**config.mk**
```make
export PLATFORM = sky130hd
export DESIGN_NAME = hsc_core
export DESIGN_NICKNAME = d
export VERILOG_FILES = /design/src/rtl/hsc_pkg.sv /design/src/rtl/hsc_en_filter.sv /design/src/rtl/hsc_ramp_timer.sv /design/src/rtl/hsc_seq_fsm.sv /design/src/rtl/hsc_core.sv
export SDC_FILE = /design/constraint.sdc
export NUM_CORES = 1
export LEC_CHECK = 0
export ABC_AREA = 1
export BUFFER_PORTS_ARGS = -buffer_cell sky130_fd_sc_hd__buf_2
export CELL_PAD_IN_SITES_DETAIL_PLACEMENT = 0
export CELL_PAD_IN_SITES_GLOBAL_PLACEMENT = 1
export CORE_MARGIN = 2
export CORE_UTILIZATION = 44
export DETAILED_ROUTE_END_ITERATION = 6
export PLACE_DENSITY = 0.82
export SLEW_MARGIN = 10
export SYNTH_ARGS = -nofsm -noshare
export SYNTH_HDL_FRONTEND = slang
export SYNTH_SLANG_ARGS = --single-unit
```
**constraint.sdc**
```tcl
create_clock -name clk -period 2.35 [get_ports clk]
set_input_delay 0.1175 -clock clk [delete_from_list [all_inputs] [get_ports clk]]
set_output_delay 0.1175 -clock clk [all_outputs]
set_load 0.02 [all_outputs]
```
**src/rtl/hsc_pkg.sv**
```systemverilog
`timescale 1ns / 1ps
package hsc_pkg;

  typedef enum logic [2:0] {
    ST_RESET,
    ST_INIT_UP,
    ST_INIT_DN,
    ST_IDLE,
    ST_SWAP,
    ST_COOL,
    ST_LATCH
  } hsc_state_e;

  typedef enum logic [2:0] {
    TM_CLEAR,
    TM_UP_SLOW,
    TM_UP_FAULT,
    TM_DN_FAST,
    TM_DN_SLOW
  } hsc_tmode_e;

endpackage

```
**src/rtl/hsc_en_filter.sv**
```systemverilog
`timescale 1ns / 1ps
module hsc_en_filter #(
  parameter bit          ACT_HIGH = 1'b1,
  parameter int unsigned FILT_CYC = 4
) (
  input  logic clk,
  input  logic rst_n,
  input  logic clr,
  input  logic pin,
  output logic en_q
);
  localparam int unsigned CW = $clog2(FILT_CYC + 1);

  logic          raw;
  logic [CW-1:0] run_q;

  generate
    if (ACT_HIGH) begin : g_pol_high
      assign raw = pin;
    end else begin : g_pol_low
      assign raw = ~pin;
    end
  endgenerate

  always_ff @(posedge clk or negedge rst_n) begin
    if (!rst_n) begin
      en_q  <= 1'b0;
      run_q <= '0;
    end else if (clr) begin
      en_q  <= 1'b0;
      run_q <= '0;
    end else if (raw == en_q) begin
      run_q <= '0;
    end else if (run_q == CW'(FILT_CYC - 1)) begin
      en_q  <= raw;
      run_q <= '0;
    end else begin
      run_q <= run_q + 1'b1;
    end
  end

  AST_FILTER_SETTLE: assert property (@(posedge clk) disable iff (!rst_n)
    (!$stable(en_q) && !$past(clr)) |-> (en_q == $past(raw)));

endmodule

```
**src/rtl/hsc_ramp_timer.sv**
```systemverilog
`timescale 1ns / 1ps
module hsc_ramp_timer
  import hsc_pkg::*;
#(
  parameter int unsigned TMR_W    = 12,
  parameter int unsigned UP_INIT  = 5,
  parameter int unsigned UP_FAULT = 50,
  parameter int unsigned DN_FAST  = 100,
  parameter int unsigned DN_SLOW  = 2,
  parameter int unsigned TH_HI    = 1300,
  parameter int unsigned TH_LO    = 200
) (
  input  logic             clk,
  input  logic             rst_n,
  input  hsc_tmode_e       mode,
  output logic [TMR_W-1:0] cnt_q,
  output logic             hit_hi,
  output logic             hit_lo
);
  localparam logic [TMR_W-1:0] K_UP_INIT  = TMR_W'(UP_INIT);
  localparam logic [TMR_W-1:0] K_UP_FAULT = TMR_W'(UP_FAULT);
  localparam logic [TMR_W-1:0] K_DN_FAST  = TMR_W'(DN_FAST);
  localparam logic [TMR_W-1:0] K_DN_SLOW  = TMR_W'(DN_SLOW);
  localparam logic [TMR_W-1:0] K_TH_HI    = TMR_W'(TH_HI);
  localparam logic [TMR_W-1:0] K_TH_LO    = TMR_W'(TH_LO);

  logic [TMR_W:0]   wide;
  logic [TMR_W-1:0] cnt_nxt;

  always_comb begin
    case (mode)
      TM_CLEAR:    wide = '0;
      TM_UP_SLOW:  wide = {1'b0, cnt_q} + {1'b0, K_UP_INIT};
      TM_UP_FAULT: wide = {1'b0, cnt_q} + {1'b0, K_UP_FAULT};
      TM_DN_FAST:  wide = (cnt_q < K_DN_FAST) ? '0 : {1'b0, cnt_q - K_DN_FAST};
      TM_DN_SLOW:  wide = (cnt_q < K_DN_SLOW) ? '0 : {1'b0, cnt_q - K_DN_SLOW};
      default:     wide = {1'b0, cnt_q};
    endcase
    cnt_nxt = wide[TMR_W] ? '1 : wide[TMR_W-1:0];
  end

  assign hit_hi = (cnt_nxt >= K_TH_HI);
  assign hit_lo = (cnt_nxt <= K_TH_LO);

  always_ff @(posedge clk or negedge rst_n) begin
    if (!rst_n) cnt_q <= '0;
    else        cnt_q <= cnt_nxt;
  end

endmodule

```
**src/rtl/hsc_seq_fsm.sv**
```systemverilog
`timescale 1ns / 1ps
module hsc_seq_fsm
  import hsc_pkg::*;
#(
  parameter bit AUTO_RETRY = 1'b1
) (
  input  logic       clk,
  input  logic       rst_n,
  input  logic       supply_ok,
  input  logic       on_req,
  input  logic       oc_timing,
  input  logic       hit_hi,
  input  logic       hit_lo,
  output hsc_state_e state_q,
  output hsc_tmode_e tmode
);
  localparam hsc_state_e FAULT_ST = AUTO_RETRY ? ST_COOL : ST_LATCH;

  hsc_state_e st_nxt;

  always_comb begin
    st_nxt = state_q;
    tmode  = TM_DN_FAST;
    case (state_q)
      ST_RESET: begin
        tmode  = TM_CLEAR;
        st_nxt = ST_INIT_UP;
      end
      ST_INIT_UP: begin
        tmode = TM_UP_SLOW;
        if (hit_hi) st_nxt = ST_INIT_DN;
      end
      ST_INIT_DN: if (hit_lo) st_nxt = ST_IDLE;
      ST_IDLE:    if (on_req) st_nxt = ST_SWAP;
      ST_SWAP: begin
        tmode = oc_timing ? TM_UP_FAULT : TM_DN_FAST;
        if (!on_req)     st_nxt = ST_IDLE;
        else if (hit_hi) st_nxt = FAULT_ST;
      end
      ST_COOL: begin
        tmode = TM_DN_SLOW;
        if (!on_req)     st_nxt = ST_IDLE;
        else if (hit_lo) st_nxt = ST_SWAP;
      end
      ST_LATCH:   if (!on_req) st_nxt = ST_IDLE;
      default:    st_nxt = ST_RESET;
    endcase
    if (!supply_ok) st_nxt = ST_RESET;
  end

  always_ff @(posedge clk or negedge rst_n) begin
    if (!rst_n) state_q <= ST_RESET;
    else        state_q <= st_nxt;
  end

  AST_FAULT_FROM_SWAP: assert property (@(posedge clk) disable iff (!rst_n)
    $rose(state_q == ST_COOL || state_q == ST_LATCH) |-> ($past(state_q) == ST_SWAP));

endmodule

```
**src/rtl/hsc_core.sv**
```systemverilog
`timescale 1ns / 1ps
module hsc_core
  import hsc_pkg::*;
#(
  parameter int unsigned TMR_W       = 12,
  parameter int unsigned UP_INIT     = 5,
  parameter int unsigned UP_FAULT    = 50,
  parameter int unsigned DN_FAST     = 100,
  parameter int unsigned DN_SLOW     = 2,
  parameter int unsigned TH_HI       = 1300,
  parameter int unsigned TH_LO       = 200,
  parameter int unsigned FILT_CYC    = 4,
  parameter bit          AUTO_RETRY  = 1'b1,
  parameter bit          EN_ACT_HIGH = 1'b1
) (
  input  logic clk,
  input  logic rst_n,
  input  logic supply_ok,
  input  logic en_pin,
  input  logic sw_off,
  input  logic oc_timing,
  input  logic oc_fast,
  output logic gate_en,
  output logic pd_strong,
  output logic oc_fault
);
  localparam int unsigned UP_MAX = (UP_INIT > UP_FAULT) ? UP_INIT : UP_FAULT;

  logic             en_f;
  logic             on_req;
  logic             hit_hi;
  logic             hit_lo;
  logic [TMR_W-1:0] tmr_cnt;
  hsc_state_e       st;
  hsc_tmode_e       tmode;

  hsc_en_filter #(
    .ACT_HIGH (EN_ACT_HIGH),
    .FILT_CYC (FILT_CYC)
  ) u_filt (
    .clk   (clk),
    .rst_n (rst_n),
    .clr   (~supply_ok),
    .pin   (en_pin),
    .en_q  (en_f)
  );

  assign on_req = en_f & ~sw_off;

  hsc_ramp_timer #(
    .TMR_W    (TMR_W),
    .UP_INIT  (UP_INIT),
    .UP_FAULT (UP_FAULT),
    .DN_FAST  (DN_FAST),
    .DN_SLOW  (DN_SLOW),
    .TH_HI    (TH_HI),
    .TH_LO    (TH_LO)
  ) u_tmr (
    .clk    (clk),
    .rst_n  (rst_n),
    .mode   (tmode),
    .cnt_q  (tmr_cnt),
    .hit_hi (hit_hi),
    .hit_lo (hit_lo)
  );

  hsc_seq_fsm #(
    .AUTO_RETRY (AUTO_RETRY)
  ) u_fsm (
    .clk       (clk),
    .rst_n     (rst_n),
    .supply_ok (supply_ok),
    .on_req    (on_req),
    .oc_timing (oc_timing),
    .hit_hi    (hit_hi),
    .hit_lo    (hit_lo),
    .state_q   (st),
    .tmode     (tmode)
  );

  assign gate_en   = (st == ST_SWAP) & ~oc_fast;
  assign pd_strong = (st == ST_RESET);
  assign oc_fault  = (st == ST_COOL) | (st == ST_LATCH);

  AST_UVLO_HOLD: assert property (@(posedge clk) disable iff (!rst_n)
    !supply_ok |=> (pd_strong && !gate_en && !oc_fault));

  AST_GATE_NEEDS_REQ: assert property (@(posedge clk) disable iff (!rst_n)
    gate_en |-> $past(en_f && !sw_off));

  AST_TIMER_CEILING: assert property (@(posedge clk) disable iff (!rst_n)
    (int'(tmr_cnt) < int'(TH_HI + UP_MAX)));

endmodule

```
* Word-level counts from Yosys, hierarchy flattened *
Cells that the tools add are included.

storage, ports and cells
  bits in registers = 19
  output and inout port bits = 3
  logic and storage cells = 64

cells by class
  $add $sub $neg = 5
  magnitude comparators = 4
  eq/ne operators = 20
  muxes and demuxes = 22
  bitwise gates (word level) = 5
  reductions and logical operators = 4

operators with widths
  operator                                                                               number
  13-bit one-hot mux with 5 select lines                                                 1
  12-bit two-way mux                                                                     3
  3-bit two-way mux                                                                      12
  3-bit one-hot mux with 7 select lines                                                  1
  3-bit by 2-bit == test with 1-bit output, second input constant                        5
  12-bit by 3-bit adder with 13-bit output, second input constant                        1
  12-bit by 6-bit adder with 13-bit output, second input constant                        1
  3-bit == test, second input constant                                                   4
  12-bit by 11-bit greater-or-equal comparator with 1-bit output, second input constant  1
  12-bit by 8-bit less-or-equal comparator with 1-bit output, second input constant      1
  12-bit by 2-bit < comparator with 1-bit output, second input constant                  1
  12-bit by 7-bit < comparator with 1-bit output, second input constant                  1
  3-bit one-hot mux with 4 select lines                                                  1
  12-bit by 2-bit subtractor with 12-bit output, second input constant                   1
  12-bit by 7-bit subtractor with 12-bit output, second input constant                   1
  3-bit inequality test, second input constant                                           3
  4-bit inequality test, second input constant                                           2
  3-bit by 1-bit == test with 1-bit output, second input constant                        2
  3-bit zero test                                                                        2
  6-bit AND reduction                                                                    1
  1-bit two-way mux                                                                      4
  3-bit by 1-bit adder with 3-bit output, second input constant                          1
  3-bit by 2-bit inequality test with 1-bit output, second input constant                1
  1-bit bitwise AND                                                                      2
  other kinds (6)                                                                        7

* Logic depth before layout (Yosys ltp) *
Gate-level depths: netlist (run 1).

  depth after elaboration = 10
  depth in mapped cells = 21
  depth with buffers taken out = 20

* By module *
A second synthesis (run 1) with hierarchy kept.

second synthesis, totals
  cell total of the unflattened synthesis = 431
  area total of the unflattened synthesis = 2560.0 um^2

by module, submodules not included
  module          instances  cells each  area each (um^2)
  hsc_ramp_timer  1          326         1871.8
  hsc_seq_fsm     1          68          444.2
  hsc_en_filter   1          25          196.4
  hsc_core        1          12          47.5

* Least setup slack after synthesis (run 1) *
Ideal clock, no wire load.

  kind = reg-to-reg
  from = register u_tmr.cnt_q[3]
  to = register u_fsm.state_q[1]
  library setup time = 0.117 ns
  arrival time = 1.997 ns
  slack = 0.236 ns
  cell stages (with the launch flop) = 19
  path buffers = 1
  clock period less this slack = 2.114 ns
  path through = dfrtp_1 -> buf_2 -> inv_1 -> ha_1 -> inv_1 -> nor2_1 -> nand2_1 -> inv_1 -> nand3_1 -> nand3_1 -> nand3_1 -> nor2_2 -> nand2_1 -> nor2_1 -> nand2_1 -> a21oi_4 -> nand2_2 -> nand2_1 -> nand2_1

between the ends
  longest elaborated chain between the ends = 7

ends and longest elaborated chain
  element                                                                                                                                              RTL line                                    source
  start, declared                                                                                                                                      hsc_ramp_timer.sv:16                        output logic [TMR_W-1:0] cnt_q,
  start signal, assigned                                                                                                                               hsc_ramp_timer.sv:47                        else cnt_q <= cnt_nxt;
  12-bit by 2-bit subtractor with 12-bit output, or another cell as far along                                                                          hsc_ramp_timer.sv:36                        TM_DN_SLOW: wide = (cnt_q < K_DN_SLOW) ? '0 : {1'b0, cnt_q - K_DN_SLOW};
  12-bit two-way mux (on tied branches)                                                                                                                hsc_ramp_timer.sv:36, hsc_ramp_timer.sv:35
  13-bit one-hot mux with 5 select lines (*)                                                                                                           hsc_ramp_timer.sv:31                        case (mode)
  12-bit two-way mux (*)                                                                                                                               hsc_ramp_timer.sv:39                        cnt_nxt = wide[TMR_W] ? '1 : wide[TMR_W-1:0];
  12-bit by 8-bit less-or-equal comparator with 1-bit output / 12-bit by 11-bit greater-or-equal comparator with 1-bit output (equally long branches)  hsc_ramp_timer.sv:43, hsc_ramp_timer.sv:42
  4-bit inequality test (no source line) / 3-bit inequality test (equally long branches)                                                               n/a
  6-bit AND reduction (no source line) (*)                                                                                                             n/a
  end signal, assigned                                                                                                                                 hsc_seq_fsm.sv:53                           else state_q <= st_nxt;
  end, declared                                                                                                                                        hsc_seq_fsm.sv:14                           output hsc_state_e state_q,

Mark *: on every way between the ends. The rest lies on a longest branch, timed or not.
A chain may end at the register's enable or synchronous reset.

* Worst setup path after layout (run 1) *
  from = register u_tmr.cnt_q[3]
  to = register u_fsm.state_q[1]

between the ends
  longest elaborated chain between the ends = 7

ends and longest elaborated chain
  element                                                                                                                                              RTL line                                    source
  12-bit by 2-bit subtractor with 12-bit output, or another cell as far along                                                                          hsc_ramp_timer.sv:36
  12-bit two-way mux (on tied branches)                                                                                                                hsc_ramp_timer.sv:36, hsc_ramp_timer.sv:35
  13-bit one-hot mux with 5 select lines (*)                                                                                                           hsc_ramp_timer.sv:31
  12-bit two-way mux (*)                                                                                                                               hsc_ramp_timer.sv:39
  named net u_tmr.cnt_nxt[3]                                                                                                                           hsc_ramp_timer.sv:28                        logic [TMR_W-1:0] cnt_nxt;
  12-bit by 8-bit less-or-equal comparator with 1-bit output / 12-bit by 11-bit greater-or-equal comparator with 1-bit output (equally long branches)  hsc_ramp_timer.sv:43, hsc_ramp_timer.sv:42
  4-bit inequality test (no source line) / 3-bit inequality test (equally long branches)                                                               n/a
  6-bit AND reduction (no source line) (*)                                                                                                             n/a

Mark *: on every way through the listed nets, which the timed path passes. The rest lies on a longest branch.

==> insert_results.sql, run 1 <==
INSERT INTO impl_metrics (metric_group, metric, value, unit) VALUES
('outcome', 'result_of_the_run', 'completed', ''),
('cells_and_area', 'final_core_util', '0.590', ''),
('detailed_routing', 'avgRoutedWirePerCell', '14.1', 'um'),
('power_and_ir_drop', 'power.density', '1330', 'mW/mm2'),
('worst_setup_path', 'rr_startpoint', 'u_tmr.cnt_q[3]', ''),
('yosys', 'yosys_register_bits', '19', ''),
('power_and_ir_drop', 'vdd_drop_max', '0.597', 'mV'),
('power_and_ir_drop', 'total_leakage_power', '1.58', 'nW'),
('floorplanning', 'dieHeight', '75.9', 'um'),
('timing', 'max_freq', '440', 'MHz'),
('yosys', 'cell_type_with_the_highest_aggregate_area_in_the_netlist', 'dfrtp_1', ''),
('worst_setup_path', 'timing.setup.critical_path_class', 'reg2reg', ''),
('timing', 'grt_setup_unrepaired', 'yes', ''),
('worst_setup_path', 'regToRegEndpoint', 'u_fsm.state_q[1]', ''),
('worst_setup_path', 'crit_fanout', '6', ''),
('floorplanning', 'die_area', '0.00575', 'mm2'),
('worst_setup_path', 'crit_chain', 'inv_2 -> ha_4 -> nand2_4 -> nand2_4 -> nand2_4 -> nor2_4 -> nor2_4 -> nand2_1 -> nand2_1 -> nor2_2 -> nand2_1 -> nand2_1 -> nand2_1 -> nand2_1 -> nand2_2 -> a21oi_4 -> nand2_2 -> nand2_1 -> nand2_1', ''),
('hold_path', 'worst_hold_path.endpoint', 'u_filt.en_q', ''),
('global_routing', 'antenna_found_initial', '0', ''),
('detailed_routing', 'via_count', '2634', ''),
('power_and_ir_drop', 'total_switching_power', '2.15', 'mW'),
('worst_setup_path', 'cp.arrival', '2.42', 'ns'),
('floorplanning', 'floorplan.die.width', '75.9', 'um'),
('detailed_routing', 'drt_drc_violations_left', '0', ''),
('timing', 'fin_ws', '0.0764', 'ns'),
('clock_network', 'cts_tree', 'built', ''),
('worst_setup_path', 'worst-r2r-cell-count', '19', ''),
('clock_network', 'cts-root-to-sink-buffers', '2', ''),
('floorplanning', 'initial_core_util', '0.451', ''),
('power_and_ir_drop', 'comb_pwr_share', '0.785', ''),
('yosys', 'synthesis.nets', '390', ''),
('worst_setup_path', 'critical-path-max-stage-delay', '0.46', 'ns'),
('hold_path', 'min-delay-start', 'en_pin', ''),
('clock_network', 'h-tree-depth', '1', ''),
('worst_setup_path', 'setup.worst_path.end_class', 'flop', ''),
('detailed_routing', 'detail_route.first_pass.iterations', '4', ''),
('hold_path', 'worst_hold_path.num_cells', '3', ''),
('detailed_routing', 'antenna_violating_nets_post_route', '0', ''),
('timing', 'finalSetupViolCount', '0', ''),
('timing', 'timing_hold_violations_final', '0', ''),
('yosys', 'syn_area_per_cell', '6.06', 'um2'),
('timing', 'final_critical_path_share_of_the_clock_period', '0.967', ''),
('yosys', 'synthDominantCellAreaShare', '0.209', ''),
('yosys', 'combined_area_of_all_synthesized_cells', '0.00227', 'mm2'),
('timing', 'shortest_period_the_worst_path_allows', '2.27', 'ns'),
('global_routing', 'grt_overflow_total', '0', ''),
('clock_network', 'clk_transition_reported_paths', '0.07', 'ns'),
('cells_and_area', 'layout-area-overhead-vs-synth', '30.9', '%'),
('timing', 'slew_headroom', '0.661', ''),
('place', 'io_buffers', '9', ''),
('worst_setup_path', 'ff_to_ff_setup_slack', '0.08', 'ns'),
('cells_and_area', 'layout.cells.most_common_list', 'nand2_1, nand3_1, buf_4', ''),
('yosys', 'unique_cell_type_count_in_the_yosys_netlist', '31', ''),
('timing', 'whs', '0.136', 'ns'),
('timing', 'slew_violations', '0', ''),
('job', 'max_cap_viol_count', '0', ''),
('yosys', 'yosysSeqAreaShare', '0.209', ''),
('worst_setup_path', 'setup.worst_path.start_class', 'flop', ''),
('yosys', 'syn_inst', '375', ''),
('power_and_ir_drop', 'finalPower', '3.94', 'mW'),
('cells_and_area', 'n_antenna_cell', '0', ''),
('floorplanning', 'design.core.area', '0.00504', 'mm2'),
('yosys', 'synth.top_cells.by_area', 'dfrtp_1, nand2_1, nand3_1, nor2_1, inv_1', ''),
('timing', 'fin_skew', '0.00400', 'ns'),
('global_routing', 'track_usage', '0.255', ''),
('clock_network', 'cts_made_buffers', '3', ''),
('power_and_ir_drop', 'swShare', '0.545', ''),
('power_and_ir_drop', 'seq_power_share', '0.160', ''),
('global_routing', 'grt_start_max_net_pins', '20', ''),
('worst_setup_path', 'cp_slowest_cell', 'dfrtp_2', ''),
('detailed_routing', 'avgViaCountPerCell', '5.32', '');
==> final cells by class <==
type,count,area (um2)
repair buffers,55,398
well taps,70,87.6
fillers,482,2070
inverters,48,183
multi-input cells,299,1770
clock buffers,4,45.0
flip-flops and latches,19,487
==> timing repair <==
item / CTS / global route
setup buffers: 4 / 11
endpoints found under the hold margin: 19 / 0
gates cloned: 0 / 0
setup endpoints to repair: 3 / 3
pin swaps: 1 / 26
resized for setup: 6 / 73
hold buffers: 1 / 0
==> state kept, by name, indices dropped and copies added, names as in the netlist <==
register       count
u_filt.en_q        1
u_tmr.cnt_q       12
u_fsm.state_q      3
u_filt.run_q       3
==> worst max path at each step <==
stage | slack [ns] | depth (start not counted) | from | to
6_report | 0.08 | 19 | u_tmr.cnt_q[3] | u_fsm.state_q[1]
3_5_place_dp | -0.09 | 17 | u_tmr.cnt_q[2] | u_fsm.state_q[1]
5_1_grt | -0.10 | 17 | u_tmr.cnt_q[1] | u_fsm.state_q[0]
4_1_cts | 0.001 | 17 | u_tmr.cnt_q[3] | u_fsm.state_q[1]
3_3_place_gp | -0.06 | 17 | u_tmr.cnt_q[2] | u_fsm.state_q[0]
2_1_floorplan | 0.24 | 18 | u_tmr.cnt_q[3] | u_fsm.state_q[1]
==> synthesized netlist by cell type <==
library cell  count
nand2_1         112
nand3_1          51
nor2_1           42
inv_1            40
dfrtp_1          19
o21ai_0          17
nand2_2          10
nand4_1          10
a21oi_1           8
ha_1              8
inv_2             8
nor2_2            8
buf_6             6
nor2_4            6
nor3_1            5
xor2_1            5
buf_2             2
nand2_4           2
nand3_2           2
o21ai_2           2
xnor2_1           2
a211oi_1          1
a21oi_2           1
a21oi_4           1
a32o_1            1
buf_4             1
mux2i_1           1
nor3_2            1
nor4_1            1
o22ai_1           1
o41ai_1           1
==> routing by layer <==
| layer | global-route usage | wire length [um] |
|---|---|---|
| met5 | 0 | 0 |
| met4 | 0.0916 | 172 |
| met3 | 0.0185 | 351 |
| met2 | 0.438 | 3440 |
| met1 | 0.335 | 3040 |
==> critical path, delay by kind of cell, from the launching register on <==
kind / cells / cell delay (ns)
adders and majority gates: 1 / 0.16
and+or+nand+nor: 16 / 1.26
AOI/OAI and AO/OA: 1 / 0.18
DFF: 1 / 0.46
buffers and inverters: 1 / 0.09
==> logic make-up after synthesis <==
family,Yosys count,share of synthesized area
buf+inv,57,0.117
fa+ha+maj,8,0.0441
mux,1,0.00441
compound gates,33,0.0881
simple gates,250,0.510
flops,19,0.209
xor+xnor,7,0.0270
==> through the flow <==
step | TNS (ns) | area (um2) | std cells
floorplan | 0 | 2270 | 375
global placement | -0.163 | 2540 | 475
detailed placement | -0.253 | 2540 | 475
CTS | 0 | 2640 | 484
global route | -0.286 | 2970 | 495
finish | 0 | 2970 | 495
==> power by group through the flow <==
stage | Combinational, mW | Clock (mW) | Sequential (mW)
after CTS | 2.54 | 0.227 | 0.606
after floorplan | 1.86 | 0 | 0.517
after global routing | 3.41 | 0.239 | 0.646
after global placement | 2.44 | 0 | 0.613
final | 3.10 | 0.220 | 0.629
after detailed placement | 2.45 | 0 | 0.609
Power figures use the tool's default switching activity.
==> inputs of run 2 (changes only) <==
--- a/config.mk
+++ b/config.mk
@@ -10,9 +10,9 @@
 export CELL_PAD_IN_SITES_DETAIL_PLACEMENT = 0
 export CELL_PAD_IN_SITES_GLOBAL_PLACEMENT = 1
 export CORE_MARGIN = 2
-export CORE_UTILIZATION = 44
+export CORE_UTILIZATION = 40
 export DETAILED_ROUTE_END_ITERATION = 6
-export PLACE_DENSITY = 0.82
+export PLACE_DENSITY = 0.79
 export SLEW_MARGIN = 10
 export SYNTH_ARGS = -nofsm -noshare
 export SYNTH_HDL_FRONTEND = slang
==> constraint.sdc (replaced) <==
create_clock -name clk -period 2 [get_ports clk]
set_input_delay 0.1 -clock clk [delete_from_list [all_inputs] [get_ports clk]]
set_output_delay 0.1 -clock clk [all_outputs]
set_load 0.02 [all_outputs]
==> insert_results.sql, run 2 (same netlist as run 1, synthesis figures left out) <==
INSERT INTO impl_metrics (metric_group, metric, value, unit) VALUES
('outcome', 'result_of_the_run', 'finished, violations left', ''),
('outcome', 'violations_in_the_final_reports', 'negative setup slack', ''),
('place', 'hpwl', '5.76', 'mm'),
('timing', 'finalSetupViolCount', '4', ''),
('clock_network', 'cts.sink_count', '19', ''),
('place', 'placed_cell_area', '0.00298', 'mm2'),
('timing', 'setup-tns-final', '-0.865', 'ns'),
('worst_setup_path', 'ff_to_ff_setup_slack', '-0.26', 'ns'),
('floorplanning', 'boundaryPins', '10', ''),
('hold_path', 'worst_hold_path.num_cells', '3', ''),
('worst_setup_path', 'timing.setup.critical_path_class', 'reg2reg', ''),
('worst_setup_path', 'setup.worst_path.end_class', 'flop', ''),
('place', 'io_buffers', '9', ''),
('worst_setup_path', 'setup.worst_path.start_class', 'flop', ''),
('floorplanning', 'design.core.area', '0.00551', 'mm2'),
('cells_and_area', 'design_area', '0.00347', 'mm2'),
('cells_and_area', 'layout-area-overhead-vs-synth', '52.6', '%'),
('timing', 'fin_ws', '-0.262', 'ns'),
('detailed_routing', 'avgViaCountPerCell', '5.18', ''),
('clock_network', 'h-tree-depth', '1', ''),
('detailed_routing', 'initial_drt_markers', '183', ''),
('floorplanning', 'rows', '27', ''),
('worst_setup_path', 'regToRegEndpoint', 'u_fsm.state_q[0]', ''),
('worst_setup_path', 'worst-r2r-cell-count', '18', ''),
('worst_setup_path', 'timing.critical_path.required', '2.15', 'ns'),
('global_routing', 'grt_first_pass_wirelength', '12.2', 'mm'),
('timing', 'tightest_slew', '0.513', 'ns'),
('global_routing', 'grt_overflow_total', '0', ''),
('hold_path', 'min-delay-start', 'en_pin', ''),
('worst_setup_path', 'critical-path-max-stage-delay', '0.44', 'ns'),
('cells_and_area', 'top_register', 'u_tmr.cnt_q', ''),
('place', 'placement.setup.worst_slack', '-0.418', 'ns'),
('hold_path', 'worst_hold_path_type', 'in2reg', ''),
('detailed_routing', 'via_count', '2855', ''),
('cells_and_area', 'final_core_util', '0.630', ''),
('power_and_ir_drop', 'total_leakage_power', '1.88', 'nW'),
('global_routing', 'first_global_vias', '2678', ''),
('power_and_ir_drop', 'vdd_drop_max', '0.579', 'mV'),
('timing', 'final_critical_path_share_of_the_clock_period', '1.13', ''),
('timing', 'fin_skew', '0.00425', 'ns'),
('worst_setup_path', 'cp_slowest_cell', 'dfrtp_2', ''),
('global_routing', 'grt_start_max_net_pins', '20', ''),
('place', 'dp.cells', '527', ''),
('timing', 'grt_setup_unrepaired', 'yes', ''),
('worst_setup_path', 'rr_startpoint', 'u_tmr.cnt_q[2]', ''),
('floorplanning', 'initial_core_util', '0.413', ''),
('cells_and_area', 'n_antenna_cell', '0', ''),
('hold_path', 'worst_hold_path.endpoint', 'u_filt.en_q', ''),
('floorplanning', 'dieHeight', '79.4', 'um'),
('place', 'gp_congestion', '0.896', ''),
('power_and_ir_drop', 'power.density', '1560', 'mW/mm2'),
('global_routing', 'track_usage', '0.245', ''),
('cells_and_area', 'biggestRegsByFlops', 'u_tmr.cnt_q: 12 flops, u_filt.run_q: 3 flops, u_fsm.state_q: 3 flops', ''),
('cells_and_area', 'total_number_of_nets_in_the_final_design', '495', ''),
('cells_and_area', 'layout.cells.most_common_list', 'buf_4, nand2_1, nand3_1', ''),
('worst_setup_path', 'cp.arrival', '2.41', 'ns'),
('timing', 'whs', '0.102', 'ns'),
('job', 'max_cap_viol_count', '0', ''),
('timing', 'max_freq', '442', 'MHz'),
('floorplanning', 'floorplan.die.width', '79.4', 'um'),
('global_routing', 'antenna_found_initial', '0', ''),
('detailed_routing', 'drt-total-wl', '7.55', 'mm'),
('timing', 'slew_headroom', '0.654', ''),
('cells_and_area', 'final_common_cell', 'buf_4', ''),
('detailed_routing', 'avgRoutedWirePerCell', '13.7', 'um'),
('clock_network', 'cts_root_buf', 'clkbuf_8', ''),
('clock_network', 'cts-root-to-sink-buffers', '2', ''),
('detailed_routing', 'antenna_violating_nets_post_route', '0', ''),
('detailed_routing', 'drt_drc_violations_left', '0', ''),
('worst_setup_path', 'critical_path.top_delay_family', 'simple AND/OR/NAND/NOR gates', ''),
('timing', 'shortest_period_the_worst_path_allows', '2.26', 'ns'),
('worst_setup_path', 'crit_chain', 'clkinv_4 -> ha_4 -> nand2_4 -> nand2_4 -> nand2_4 -> nor2_4 -> nor2_4 -> buf_6 -> nand2_4 -> nand2_4 -> nor2_4 -> nand3_2 -> nor2_2 -> nand2_2 -> a21oi_4 -> nand2_2 -> nand2_1 -> nand2_1', ''),
('worst_setup_path', 'crit_fanout', '6', ''),
('detailed_routing', 'detail_route.first_pass.iterations', '5', ''),
('worst_setup_path', 'worstPathBufferInverterCount', '2', ''),
('clock_network', 'cts_tree', 'built', ''),
('clock_network', 'clkLatencyLatePin', '0.25', 'ns'),
('cells_and_area', 'final_layout_size_suffix_gt1_frac', '0.449', ''),
('timing', 'slew_violations', '0', ''),
('cells_and_area', 'fin_cells', '551', ''),
('power_and_ir_drop', 'finalPower', '5.42', 'mW'),
('worst_setup_path', 'cpMostUsedCell', 'nand2_4', ''),
('timing', 'timing_hold_violations_final', '0', ''),
('floorplanning', 'die_area', '0.00630', 'mm2'),
('clock_network', 'cts_made_buffers', '3', ''),
('cells_and_area', 'largest_register_ffs', '12', ''),
('clock_network', 'clk_transition_reported_paths', '0.07', 'ns');
[run 2: cell types whose count changed in the layout (fill, tap and decap cells not counted), sizes merged]
cell	previous run	this run
inv	48	47
buf	53	108
clkinv	0	2
clkbuf	5	3
[run 2: worst reg2reg max path: cells and delay by family, from the launching register on]
family,cells,cell delay [ns]
and+or+nand+nor,14,1.12
DFF,1,0.44
buffers and inverters,2,0.22
adders and majority gates,1,0.18
AOI/OAI and AO/OA,1,0.18
[run 2: per-layer routing]
metal / track usage / vias to the layer above / wire length [um]
li1: - / 1413 / -
met1: 0.321 / 1320 / 3300
met2: 0.440 / 110 / 3790
met3: 0.0136 / 12 / 373
met4: 0.0586 / 0 / 88
met5: 0 / - / 0
[run 2: repair_timing]
action                                 in CTS  in global routing
buffers inserted                           13                  6
pin swaps                                  16                 27
endpoints found under the hold margin      19                  0
resized for setup                          32                 54
hold buffers                                1                  0
setup endpoints to repair                   3                  5
[run 2: worst max path at each step]
stage	end	start	cells past startpoint	slack [ns]
global placement	u_fsm.state_q[2]	u_tmr.cnt_q[2]	18	-0.37
detailed placement	u_fsm.state_q[2]	u_tmr.cnt_q[2]	18	-0.42
floorplan	u_fsm.state_q[1]	u_tmr.cnt_q[3]	20	-0.04
global route	u_fsm.state_q[1]	u_tmr.cnt_q[2]	19	-0.42
finish	u_fsm.state_q[0]	u_tmr.cnt_q[2]	18	-0.26
CTS	u_fsm.state_q[2]	u_tmr.cnt_q[2]	18	-0.21
[run 2: power by group]
| part | internal, mW | switching [mW] | total, mW | leakage, nW |
|---|---|---|---|---|
| sequential | 0.512 | 0.187 | 0.698 | 0.248 |
| combinational | 2.01 | 2.45 | 4.46 | 1.61 |
| clock | 0.138 | 0.124 | 0.262 | 0.0255 |
| total | 2.66 | 2.76 | 5.42 | 1.88 |
[run 2: cell type report]
type | count | area, um2
tap | 72 | 90.1
inverter | 48 | 190
sequential | 19 | 482
fill | 502 | 2040
timing repair buffer | 109 | 828
clock buffer | 3 | 41.3
clock inverter | 1 | 5.00
multi-input combinational | 299 | 1830
==> inputs of run 3 (changes only) <==
--- a/config.mk
+++ b/config.mk
@@ -13,6 +13,7 @@
 export CORE_UTILIZATION = 40
 export DETAILED_ROUTE_END_ITERATION = 6
 export PLACE_DENSITY = 0.79
+export RECOVER_POWER = 100
 export SLEW_MARGIN = 10
 export SYNTH_ARGS = -nofsm -noshare
 export SYNTH_HDL_FRONTEND = slang
==> insert_results.sql, run 3 (same netlist as run 1, synthesis figures left out) <==
INSERT INTO impl_metrics (metric_group, metric, value, unit) VALUES
('timing', 'timing_hold_violations_final', '0', ''),
('global_routing', 'antenna_found_initial', '0', ''),
('clock_network', 'clk_transition_reported_paths', '0.07', 'ns'),
('global_routing', 'track_usage', '0.245', ''),
('clock_network', 'cts_tree', 'built', ''),
('outcome', 'result_of_the_run', 'finished, violations left', ''),
('power_and_ir_drop', 'vdd_drop_max', '0.579', 'mV'),
('detailed_routing', 'drt_drc_violations_left', '0', ''),
('detailed_routing', 'via_count', '2841', ''),
('detailed_routing', 'avgViaCountPerCell', '5.16', ''),
('worst_setup_path', 'timing.setup.critical_path_class', 'reg2reg', ''),
('global_routing', 'grt_first_pass_wirelength', '12.2', 'mm'),
('global_routing', 'first_global_vias', '2678', ''),
('clock_network', 'cts.sink_count', '19', ''),
('outcome', 'violations_in_the_final_reports', 'negative setup slack', ''),
('detailed_routing', 'avgRoutedWirePerCell', '13.6', 'um'),
('floorplanning', 'dieHeight', '79.4', 'um'),
('timing', 'max_freq', '442', 'MHz'),
('cells_and_area', 'layout-area-overhead-vs-synth', '52.5', '%'),
('timing', 'slew_violations', '0', ''),
('worst_setup_path', 'ff_to_ff_setup_slack', '-0.26', 'ns'),
('cells_and_area', 'total_number_of_nets_in_the_final_design', '495', ''),
('clock_network', 'cts_made_buffers', '3', ''),
('floorplanning', 'design.core.area', '0.00551', 'mm2'),
('worst_setup_path', 'cp.arrival', '2.41', 'ns'),
('detailed_routing', 'antenna_violating_nets_post_route', '0', ''),
('cells_and_area', 'layout.cells.most_common_list', 'buf_4, nand2_1, nand3_1', ''),
('timing', 'finalSetupViolCount', '4', ''),
('worst_setup_path', 'setup.worst_path.end_class', 'flop', ''),
('cells_and_area', 'multi_input_area', '0.00183', 'mm2'),
('worst_setup_path', 'timing.critical_path.required', '2.15', 'ns'),
('cells_and_area', 'n_antenna_cell', '0', ''),
('hold_path', 'worst_hold_path_type', 'in2reg', ''),
('cells_and_area', 'final_layout_size_suffix_gt1_frac', '0.443', ''),
('floorplanning', 'boundaryPins', '10', ''),
('cells_and_area', 'final_common_cell', 'buf_4', ''),
('floorplanning', 'floorplan.die.width', '79.4', 'um'),
('timing', 'whs', '0.102', 'ns'),
('timing', 'tightest_slew', '1.05', 'ns'),
('timing', 'shortest_period_the_worst_path_allows', '2.26', 'ns'),
('worst_setup_path', 'startpoint', 'u_tmr.cnt_q[2]', ''),
('clock_network', 'cts-root-to-sink-buffers', '2', ''),
('clock_network', 'cts_root_buf', 'clkbuf_8', ''),
('worst_setup_path', 'regToRegEndpoint', 'u_fsm.state_q[0]', ''),
('place', 'io_buffers', '9', ''),
('worst_setup_path', 'setup.worst_path.start_class', 'flop', ''),
('cells_and_area', 'area.sequential', '482', 'um2'),
('cells_and_area', 'top_register', 'u_tmr.cnt_q', ''),
('clock_network', 'h-tree-depth', '1', ''),
('detailed_routing', 'drt-total-wl', '7.52', 'mm'),
('timing', 'slew_headroom', '0.299', ''),
('cells_and_area', 'biggestRegsByFlops', 'u_tmr.cnt_q: 12 flops, u_filt.run_q: 3 flops, u_fsm.state_q: 3 flops', ''),
('floorplanning', 'rows', '27', ''),
('timing', 'fin_skew', '0.00424', 'ns'),
('detailed_routing', 'initial_drt_markers', '171', ''),
('cells_and_area', 'final.fill_count', '505', ''),
('floorplanning', 'initial_core_util', '0.413', ''),
('global_routing', 'grt_overflow_total', '0', ''),
('power_and_ir_drop', 'power.density', '1560', 'mW/mm2'),
('timing', 'grt_setup_unrepaired', 'yes', ''),
('place', 'gp_congestion', '0.896', ''),
('worst_setup_path', 'critical_path.endpoint', 'u_fsm.state_q[0]', ''),
('place', 'placement.setup.worst_slack', '-0.418', 'ns'),
('worst_setup_path', 'worst-r2r-cell-count', '18', ''),
('cells_and_area', 'design_area', '0.00346', 'mm2'),
('timing', 'fin_ws', '-0.262', 'ns'),
('worst_setup_path', 'rr_startpoint', 'u_tmr.cnt_q[2]', ''),
('floorplanning', 'die_area', '0.00630', 'mm2'),
('power_and_ir_drop', 'total_leakage_power', '1.87', 'nW'),
('place', 'hpwl', '5.76', 'mm'),
('cells_and_area', 'largest_register_ffs', '12', ''),
('job', 'max_cap_viol_count', '0', ''),
('place', 'placed_cell_area', '0.00298', 'mm2'),
('clock_network', 'clkLatencyLatePin', '0.25', 'ns'),
('timing', 'final_critical_path_share_of_the_clock_period', '1.13', ''),
('worst_setup_path', 'crit_fanout', '6', ''),
('detailed_routing', 'detail_route.first_pass.iterations', '5', ''),
('global_routing', 'grt_start_max_net_pins', '20', '');
-- run 3: timing repair --
item / 4_1_cts / 5_1_grt
hold buffers: 1 / 0
cloned: 0 / 0
setup endpoints to repair: 3 / 5
setup buffers: 13 / 6
hold endpoints to repair: 19 / 0
gates resized for setup: 32 / 54
pin swaps: 16 / 27
-- run 3: how the worst min path moves through the flow --
stage / end / from / slack (ns) / cells after the start
after floorplan: u_filt.en_q / rst_n / -0.20 / 0
after global placement: u_fsm.state_q[1] / rst_n / 0.07 / 1
after detailed placement: u_filt.en_q / rst_n / 0.08 / 1
after CTS: u_filt.en_q / en_pin / 0.1 / 3
after global routing: u_filt.en_q / en_pin / 0.12 / 3
final: u_filt.en_q / en_pin / 0.10 / 3
-- run 3: power by group --
part / switching [mW] / internal [mW] / leakage (nW) / total [mW]
sequential: 0.186 / 0.512 / 0.248 / 0.698
combinational: 2.44 / 2.01 / 1.60 / 4.45
clock: 0.124 / 0.138 / 0.0255 / 0.263
total: 2.75 / 2.66 / 1.87 / 5.41
-- run 3: layout make-up --
type	count	share of cell area
clock buffer	3	0.0119
tap	72	0.0260
multi-input combinational	299	0.529
sequential	19	0.139
timing repair buffer	109	0.238
clock inverter	1	0.00144
inverter	48	0.0549
-- run 3: per-layer routing --
layer | GRT usage | vias up | wire (um) | part of all wire
met2 | 0.440 | 107 | 3790 | 0.50
met1 | 0.321 | 1312 | 3300 | 0.44
met3 | 0.0136 | 8 | 365 | 0.049
met4 | 0.0586 | 0 | 69 | 0.0092
li1 | - | 1414 | - | -
met5 | 0 | - | 0 | 0
-- run 3: stage by stage --
stage / utilization / cells / TNS (ns) / power (mW)
3_3_place_gp: 0.542 / 527 / -1.09 / 4.21
4_1_cts: 0.589 / 545 / -0.783 / 4.91
5_1_grt: 0.629 / 551 / -1.41 / 5.86
3_5_place_dp: 0.542 / 527 / -1.23 / 4.25
6_report: 0.629 / 551 / -0.864 / 5.41
2_1_floorplan: - / 375 / -0.109 / 2.90
-- run 3: worst max-delay path, cell delays in order (launching register included) --
cell and delay (ns):
dfrtp_2 0.44, clkinv_4 0.09, ha_4 0.17, nand2_4 0.06
nand2_4 0.10, nand2_4 0.07, nor2_4 0.13, nor2_4 0.06
buf_6 0.13, nand2_4 0.07, nand2_4 0.05, nor2_4 0.12
nand3_2 0.08, nor2_2 0.12, nand2_2 0.07, a21oi_4 0.18
nand2_2 0.08, nand2_1 0.06, nand2_1 0.04
